$ cat config.mk
export PLATFORM = sky130hd
export DESIGN_NAME = irq_collector
export DESIGN_NICKNAME = d
export VERILOG_FILES = /design/src/rtl/irq_collector.sv
export SDC_FILE = /design/constraint.sdc
export NUM_CORES = 1
export LEC_CHECK = 0
export ABC_AREA = 1
export BUFFER_PORTS_ARGS = -buffer_cell sky130_fd_sc_hd__buf_4
export CORE_UTILIZATION = 48
export CTS_CLUSTER_DIAMETER = 100
export DETAILED_ROUTE_END_ITERATION = 10
export GPL_ROUTABILITY_DRIVEN = 0
export PLACE_DENSITY = 0.75
export SETUP_SLACK_MARGIN = 0.3
export SLEW_MARGIN = 20
export SYNTH_ARGS = -nofsm -noshare
export SYNTH_HDL_FRONTEND = slang
export SYNTH_SLANG_ARGS = --single-unit
$ cat constraint.sdc
create_clock -name clk -period 1.5 [get_ports clk]
set_input_delay 0.3 -clock clk [delete_from_list [all_inputs] [get_ports clk]]
set_output_delay 0.3 -clock clk [all_outputs]
set_load 0.03 [all_outputs]
$ cat src/rtl/irq_collector.sv
module irq_collector #(
  parameter int N_LVL  = 12,
  parameter int N_TB   = 6,
  parameter int N_TBX  = 2,
  parameter int N_MEL  = 2
) (
  input  logic                                  clk,
  input  logic                                  rst_n,
  input  logic [N_LVL-1:0]                      lvl_pin,
  input  logic                                  edge_pin,
  input  logic [N_TB-1:0]                       tb_tick,
  input  logic [N_MEL-1:0]                      mel_done,
  input  logic                                  test_mode,
  input  logic                                  cfg_we,
  input  logic [N_LVL+1+N_TB+N_MEL-1:0]         cfg_en,
  input  logic                                  cfg_mie,
  input  logic [1:0]                            cfg_edge_mode,
  input  logic                                  ack_valid,
  input  logic [$clog2(N_LVL+1+N_TB+N_MEL)-1:0] ack_idx,
  output logic                                  irq_req,
  output logic [$clog2(N_LVL+1+N_TB+N_MEL)-1:0] irq_idx
);
  localparam int NSRC   = N_LVL + 1 + N_TB + N_MEL;
  localparam int IW     = $clog2(NSRC);
  localparam int I_EDGE = N_LVL;
  localparam int I_TB   = N_LVL + 1;
  localparam int I_TBX  = I_TB + N_TB - N_TBX;
  localparam logic [N_TB-1:0] TB_BASE = N_TB'((1 << (N_TB - N_TBX)) - 1);

  logic [N_LVL-1:0] lvl_s1, lvl_s2;
  logic [2:0]       eg;
  logic [NSRC-1:0]  en, pend, evt, set, clr;
  logic [1:0]       mode;
  logic             mie;

  always_ff @(posedge clk or negedge rst_n)
    if (!rst_n) begin
      lvl_s1 <= '0;
      lvl_s2 <= '0;
      eg     <= '0;
    end else begin
      lvl_s1 <= lvl_pin;
      lvl_s2 <= lvl_s1;
      eg     <= {eg[1:0], edge_pin};
    end

  always_ff @(posedge clk or negedge rst_n)
    if (!rst_n) begin
      en   <= '0;
      mie  <= 1'b0;
      mode <= 2'b00;
    end else if (cfg_we) begin
      en   <= cfg_en;
      mie  <= cfg_mie;
      mode <= cfg_edge_mode;
    end

  wire edge_hit = (mode[0] & eg[1] & ~eg[2]) | (mode[1] & ~eg[1] & eg[2]);
  wire [N_TB-1:0] tb_ok = tb_tick & (test_mode ? {N_TB{1'b1}} : TB_BASE);

  assign evt = {mel_done, tb_ok, edge_hit, lvl_s2};
  assign set = evt & en;
  assign clr = ack_valid ? (NSRC'(1) << ack_idx) : '0;

  always_ff @(posedge clk or negedge rst_n)
    if (!rst_n) pend <= '0;
    else        pend <= (pend & ~clr) | set;

  always_comb begin
    irq_idx = '0;
    for (int i = NSRC - 1; i >= 0; i--)
      if (pend[i]) irq_idx = IW'(i);
  end

  assign irq_req = mie & (|pend);


  new_pend_needs_en_chk: assert property (@(posedge clk) disable iff (!rst_n)
    (pend & ~$past(pend) & ~$past(en)) == '0);

  req_needs_mie_chk: assert property (@(posedge clk) disable iff (!rst_n)
    irq_req |-> mie);

  idx_is_pending_chk: assert property (@(posedge clk) disable iff (!rst_n)
    irq_req |-> pend[irq_idx]);

  tbx_gated_chk: assert property (@(posedge clk) disable iff (!rst_n)
    !$past(test_mode) |-> !$rose(pend[I_TBX]) && !$rose(pend[I_TBX+1]));

  ack_clears_chk: assert property (@(posedge clk) disable iff (!rst_n)
    (ack_valid && !set[ack_idx] && int'(ack_idx) < NSRC) |=> !pend[$past(ack_idx)]);

  edge_off_chk: assert property (@(posedge clk) disable iff (!rst_n)
    ($past(mode) == 2'b00 && !$past(pend[I_EDGE])) |-> !pend[I_EDGE]);
endmodule

=== Word-level counts from Yosys, hierarchy flattened ===
Index checks and enable logic that the tools add are counted.

* Bits in registers: 72
* Logic and storage cells: 45
* Output and inout port bits: 6
* Bits of input ports: 55

* Muxes and demuxes: 23
* Shift-type cells: 1
* Bitwise gates (word level): 13
* Reductions and logical operators: 1

{| class="wikitable"
|+ Operators with widths
! cell !! count
|-
| 5-bit two-way mux || 21
|-
| 21-bit bitwise AND || 2
|-
| 21-bit two-way mux || 1
|-
| 21-bit inverter || 1
|-
| 21-bit bitwise OR || 1
|-
| 21-bit OR reduction || 1
|-
| 1-bit by 5-bit << shifter with 21-bit output, first input constant || 1
|-
| 6-bit bitwise AND || 1
|-
| 6-bit two-way mux || 1
|-
| 1-bit bitwise AND || 5
|-
| 1-bit inverter || 2
|-
| 1-bit bitwise OR || 1
|}

=== Logic depth before layout (Yosys ltp) ===
* Depth after elaboration: 21
* Mapped depth: 19

=== Worst setup path before layout ===
Ideal clock, no wire load.

* Kind: register to output
* From: reg pend[16]
* To: out irq_idx[1]
* Setup slack: -0.426 ns
* Cell stages (with the launch flop): 8
* Required time: 1.200 ns
* Data arrival time: 1.626 ns
* Path through: dfrtp_1 -> o31ai_1 -> nand3_1 -> nand2_1 -> nand2_1 -> nand2_1 -> a21oi_1 -> a211oi_1

* Word-level cells in the longest chain between the ends: 17

{| class="wikitable"
|+ Ends and longest elaborated chain
! item !! line !! source
|-
| from (decl) || 32 || <nowiki>logic [NSRC-1:0] en, pend, evt, set, clr;</nowiki>
|-
| from (signal assigned) || 67 || <nowiki>else pend <= (pend & ~clr) | set;</nowiki>
|-
| 5-bit two-way mux (17 in a row) || 72 || <nowiki>if (pend[i]) irq_idx = IW'(i);</nowiki>
|-
| to (decl) || 21 || <nowiki>output logic [$clog2(N_LVL+1+N_TB+N_MEL)-1:0] irq_idx</nowiki>
|}

No other way between the ends.

=== Final worst setup path ===
* From: reg pend[18]
* To: out irq_idx[1]

* Word-level cells in the longest chain between the ends: 19

{| class="wikitable"
|+ Ends and longest elaborated chain
! item !! line
|-
| 5-bit two-way mux (19 in a row) || 72
|}

No other way between the ends.

==> summary.txt <==
Critical path
  • Worst path cell trace: buf_4, buf_4, nor2_1, o31ai_1, nand3_1, nand2_1, nand2_1, nand2_1, a21oi_1, a211oi_2, buf_4
  • Worst Setup Start Kind: flop
  • Critical Path RT: 1200 ps
  • CP max-delay cell: dfrtp_1
  • Worst Reg-to-Reg Cells: 4
  • RR Startpoint: pend[18]$_DFF_PN0_
  • FF-to-FF End: pend[18]$_DFF_PN0_
  • CP peak stage delay: 390 ps
  • CP max FO: 2
  • Crit. End Element: output port
  • Crit path DAT: 1910 ps
  • Critical path class: reg -> out
  • Worst R2R Setup Slack: 610 ps

Global routing
  • Grt ovf: 0
  • Initial antenna violation count: 0
  • Pin count of the biggest net entering global routing: 31
  • First-pass GRT wire length: 9.22 mm
  • Busiest grt layer: met2
  • GR Util met3: 4.59%
  • Met1 GRT Util: 25.4%
  • M2 GR Usage: 33.8%
  • Total GRT Usage: 20.6%
  • Vias in the first global route: 2069

Floorplan
  • Io pins: 61
  • Die ar.: 6040 um^2
  • Placeable Area: 5510 um^2
  • Die H: 77.7 um
  • Row Count: 27
  • Initial Util: 50.0%
  • Die X: 77.7 um

Min path
  • Hold EP: eg[0]$_DFF_PN0_
  • Worst min path class: in -> reg
  • Min-delay src: edge_pin
  • Worst hold path depth: 1

Pwr
  • Leakage: 1.78 nW
  • Maximum vdd ir drop: 0.000708 V
  • Power Density: 1140 nW/um^2

Final layout
  • Layout area overhead: 36.6%
  • ANT cells: 0
  • Layout cells sized above 1: 37.6%
  • Register area: 1800 um^2
  • Final Instance Area: 3760 um^2
  • Nets@finish: 397
  • Final std cells w/o fill: 418
  • Fillers: 423
  • Multi-input gate area: 897 um^2

Clock tree
  • Worst-path clk slew: 80 ps
  • Htree depth: 3
  • Root buffer cell: clkbuf_8
  • Clock Tree Buf Depth: 2
  • Clock Latency Late Sink: 340 ps
  • TritonCTS clock tree: built
  • Clock sinks: 72
  • Clock buffer count from CTS: 9

Drt
  • Routed Antenna Nets: 0
  • Residual DRC: 0
  • First-pass DRT Iterations: 4
  • Routed Wire Length: 5.49 mm
  • Iteration-0 DRC Markers: 90
  • Avg WL per Cell: 13.1 um
  • Total number of vias: 2049
  • Via density: 4.90

Synthesis
  • Top cell type's share of synthesized area: 65.5%
  • Mapped Cells: 253
  • Mapped Area: 2750 um^2
  • Syn. warnings: 0
  • Post-synthesis sequential area ratio: 65.5%
  • Yosys cell types: 20
  • Mean Syn Cell Area: 10.9 um^2
  • Synth area leaders: dfrtp_1 65%, mux2_2 9.0%, nand2_1 8.5%, inv_1 3.8%, o21ai_0 3.6%
  • Syn nets: 308
  • Largest area contributor in the netlist: dfrtp_1
  • Synth Register Bits: 72

Placement
  • Post-detail-place hpwl: 4.09 mm
  • Post-place setup slack: -305 ps
  • I/O Buffers: 60
  • Cell Area, Placed: 3470 um^2
  • DP Cell Count: 400

Timing
  • Clock Skew: 5.52 ps
  • Worst hold slack: 58.0 ps
  • Setup TNS Final: -3400 ps
  • Count of final setup violators: 6
  • Post-route clock period utilization: 147%
  • Maximum clock frequency: 452 MHz
  • Worst slew pin tran: 372 ps
  • Post-route setup slack: -711 ps
  • RSZ-0062 raised after global routing: true
  • Hold Violations, Final: 0
  • Min cycle time layout: 2210 ps
  • Final max-slew violation count: 0
  • Headroom to the max-slew limit: 75.2%

Run status
  • Status: complete, but fails checks
  • Failing checks: setup timing

Flow run
  • Maxcap violations: 0
[worst max path at each step]
stage	startpoint	end	depth (start not counted)
finish	pend[18]$_DFF_PN0_	irq_idx[1]	11
global route	pend[18]$_DFF_PN0_	irq_idx[0]	20
CTS	pend[18]$_DFF_PN0_	irq_idx[0]	20
detailed placement	pend[18]$_DFF_PN0_	irq_idx[0]	20
global placement	pend[18]$_DFF_PN0_	irq_idx[0]	20
floorplan	pend[18]$_DFF_PN0_	irq_idx[0]	19
[registers in the layout (all words and copies together), names as in the netlist]
signal,flops
en,21
pend,21
lvl_s1,12
lvl_s2,12
eg,3
mode,2
mie,1
[cell usage after synthesis]
library cell,number
dfrtp_1,72
nand2_1,62
inv_1,28
mux2_2,22
o21ai_0,20
nand3_1,12
nor2_1,11
nor3_1,5
a22o_1,3
o31ai_1,3
a21oi_1,2
buf_2,2
clkbuf_1,2
nand4_1,2
nor4_1,2
a211oi_1,1
a21oi_2,1
a31oi_1,1
o21a_1,1
o21bai_1,1
[repair_timing]
| action | 4_1_cts | 5_1_grt |
|---|---|---|
| setup endpoints to repair | 6 | 6 |
| buffers inserted | 1 | 1 |
| pin swaps | 2 | 3 |
| gates resized for setup | 5 | 3 |
| hold endpoints to repair | 28 | 0 |
| hold buffers | 1 | 0 |
[routing by layer]
metal	wire length [um]	up-vias
met5	0	-
met2	2750	58
met3	247	13
li1	-	1002
met1	2370	976
met4	131	0
[worst max-delay path: cells and delay by family, from the launching register on]
kind	cells	cell delay [ps]
AO/OA/AOI/OAI	3	330
buffers and inverters	3	420
flip-flops	1	390
AND/OR/NAND/NOR	5	430
[area by class of cell]
type | instances | area share [%]
sequential | 72 | 47.9
inverter | 28 | 2.80
clock buffer | 11 | 4.03
timing repair buffer | 82 | 17.0
tap | 72 | 2.40
multi-input combinational | 149 | 23.9
clock inverter | 4 | 2.03
[cell usage in the layout, fill, tap and decap left out, drive strengths merged]
| master | instances |
|---|---|
| mux2 | 22 |
| o31ai | 3 |
| dfrtp | 72 |
| o21ai | 20 |
| bufinv | 2 |
| nor4 | 2 |
| a22o | 3 |
| nand2 | 62 |
| nor2 | 11 |
| nand4 | 2 |
| nor3 | 5 |
| buf | 81 |
| nand3 | 12 |
| o21bai | 1 |
| a31oi | 1 |
| o21a | 1 |
| a211oi | 1 |
| inv | 29 |
| clkinvlp | 1 |
| dlygate4sd3 | 1 |
| a21oi | 3 |
| clkbuf | 11 |
[kinds of logic after synthesis]
| kind of cell | Yosys count | synth area share, % |
|---|---|---|
| buffers and inverters | 32 | 4.45 |
| and+or+nand+nor | 94 | 14.0 |
| AOI/OAI and AO/OA | 33 | 7.14 |
| muxes | 22 | 9.00 |
| DFF | 72 | 65.5 |
[per-stage QoR]
stage	power (W)	util (%)
global route	0.00444	68.3
detailed placement	0.00257	63.1
CTS	0.00429	67.9
floorplan	0.00233	-
finish	0.00428	68.3
global placement	0.00255	63.1
[power by group]
part | total, W | internal, W | switching, W
Combinational | 0.000408 | 0.000220 | 0.000188
Clock | 0.00174 | 0.00102 | 0.000711
Sequential | 0.00213 | 0.00207 | 0.0000630
Total | 0.00428 | 0.00331 | 0.000963
Power figures use the tool's default switching activity.
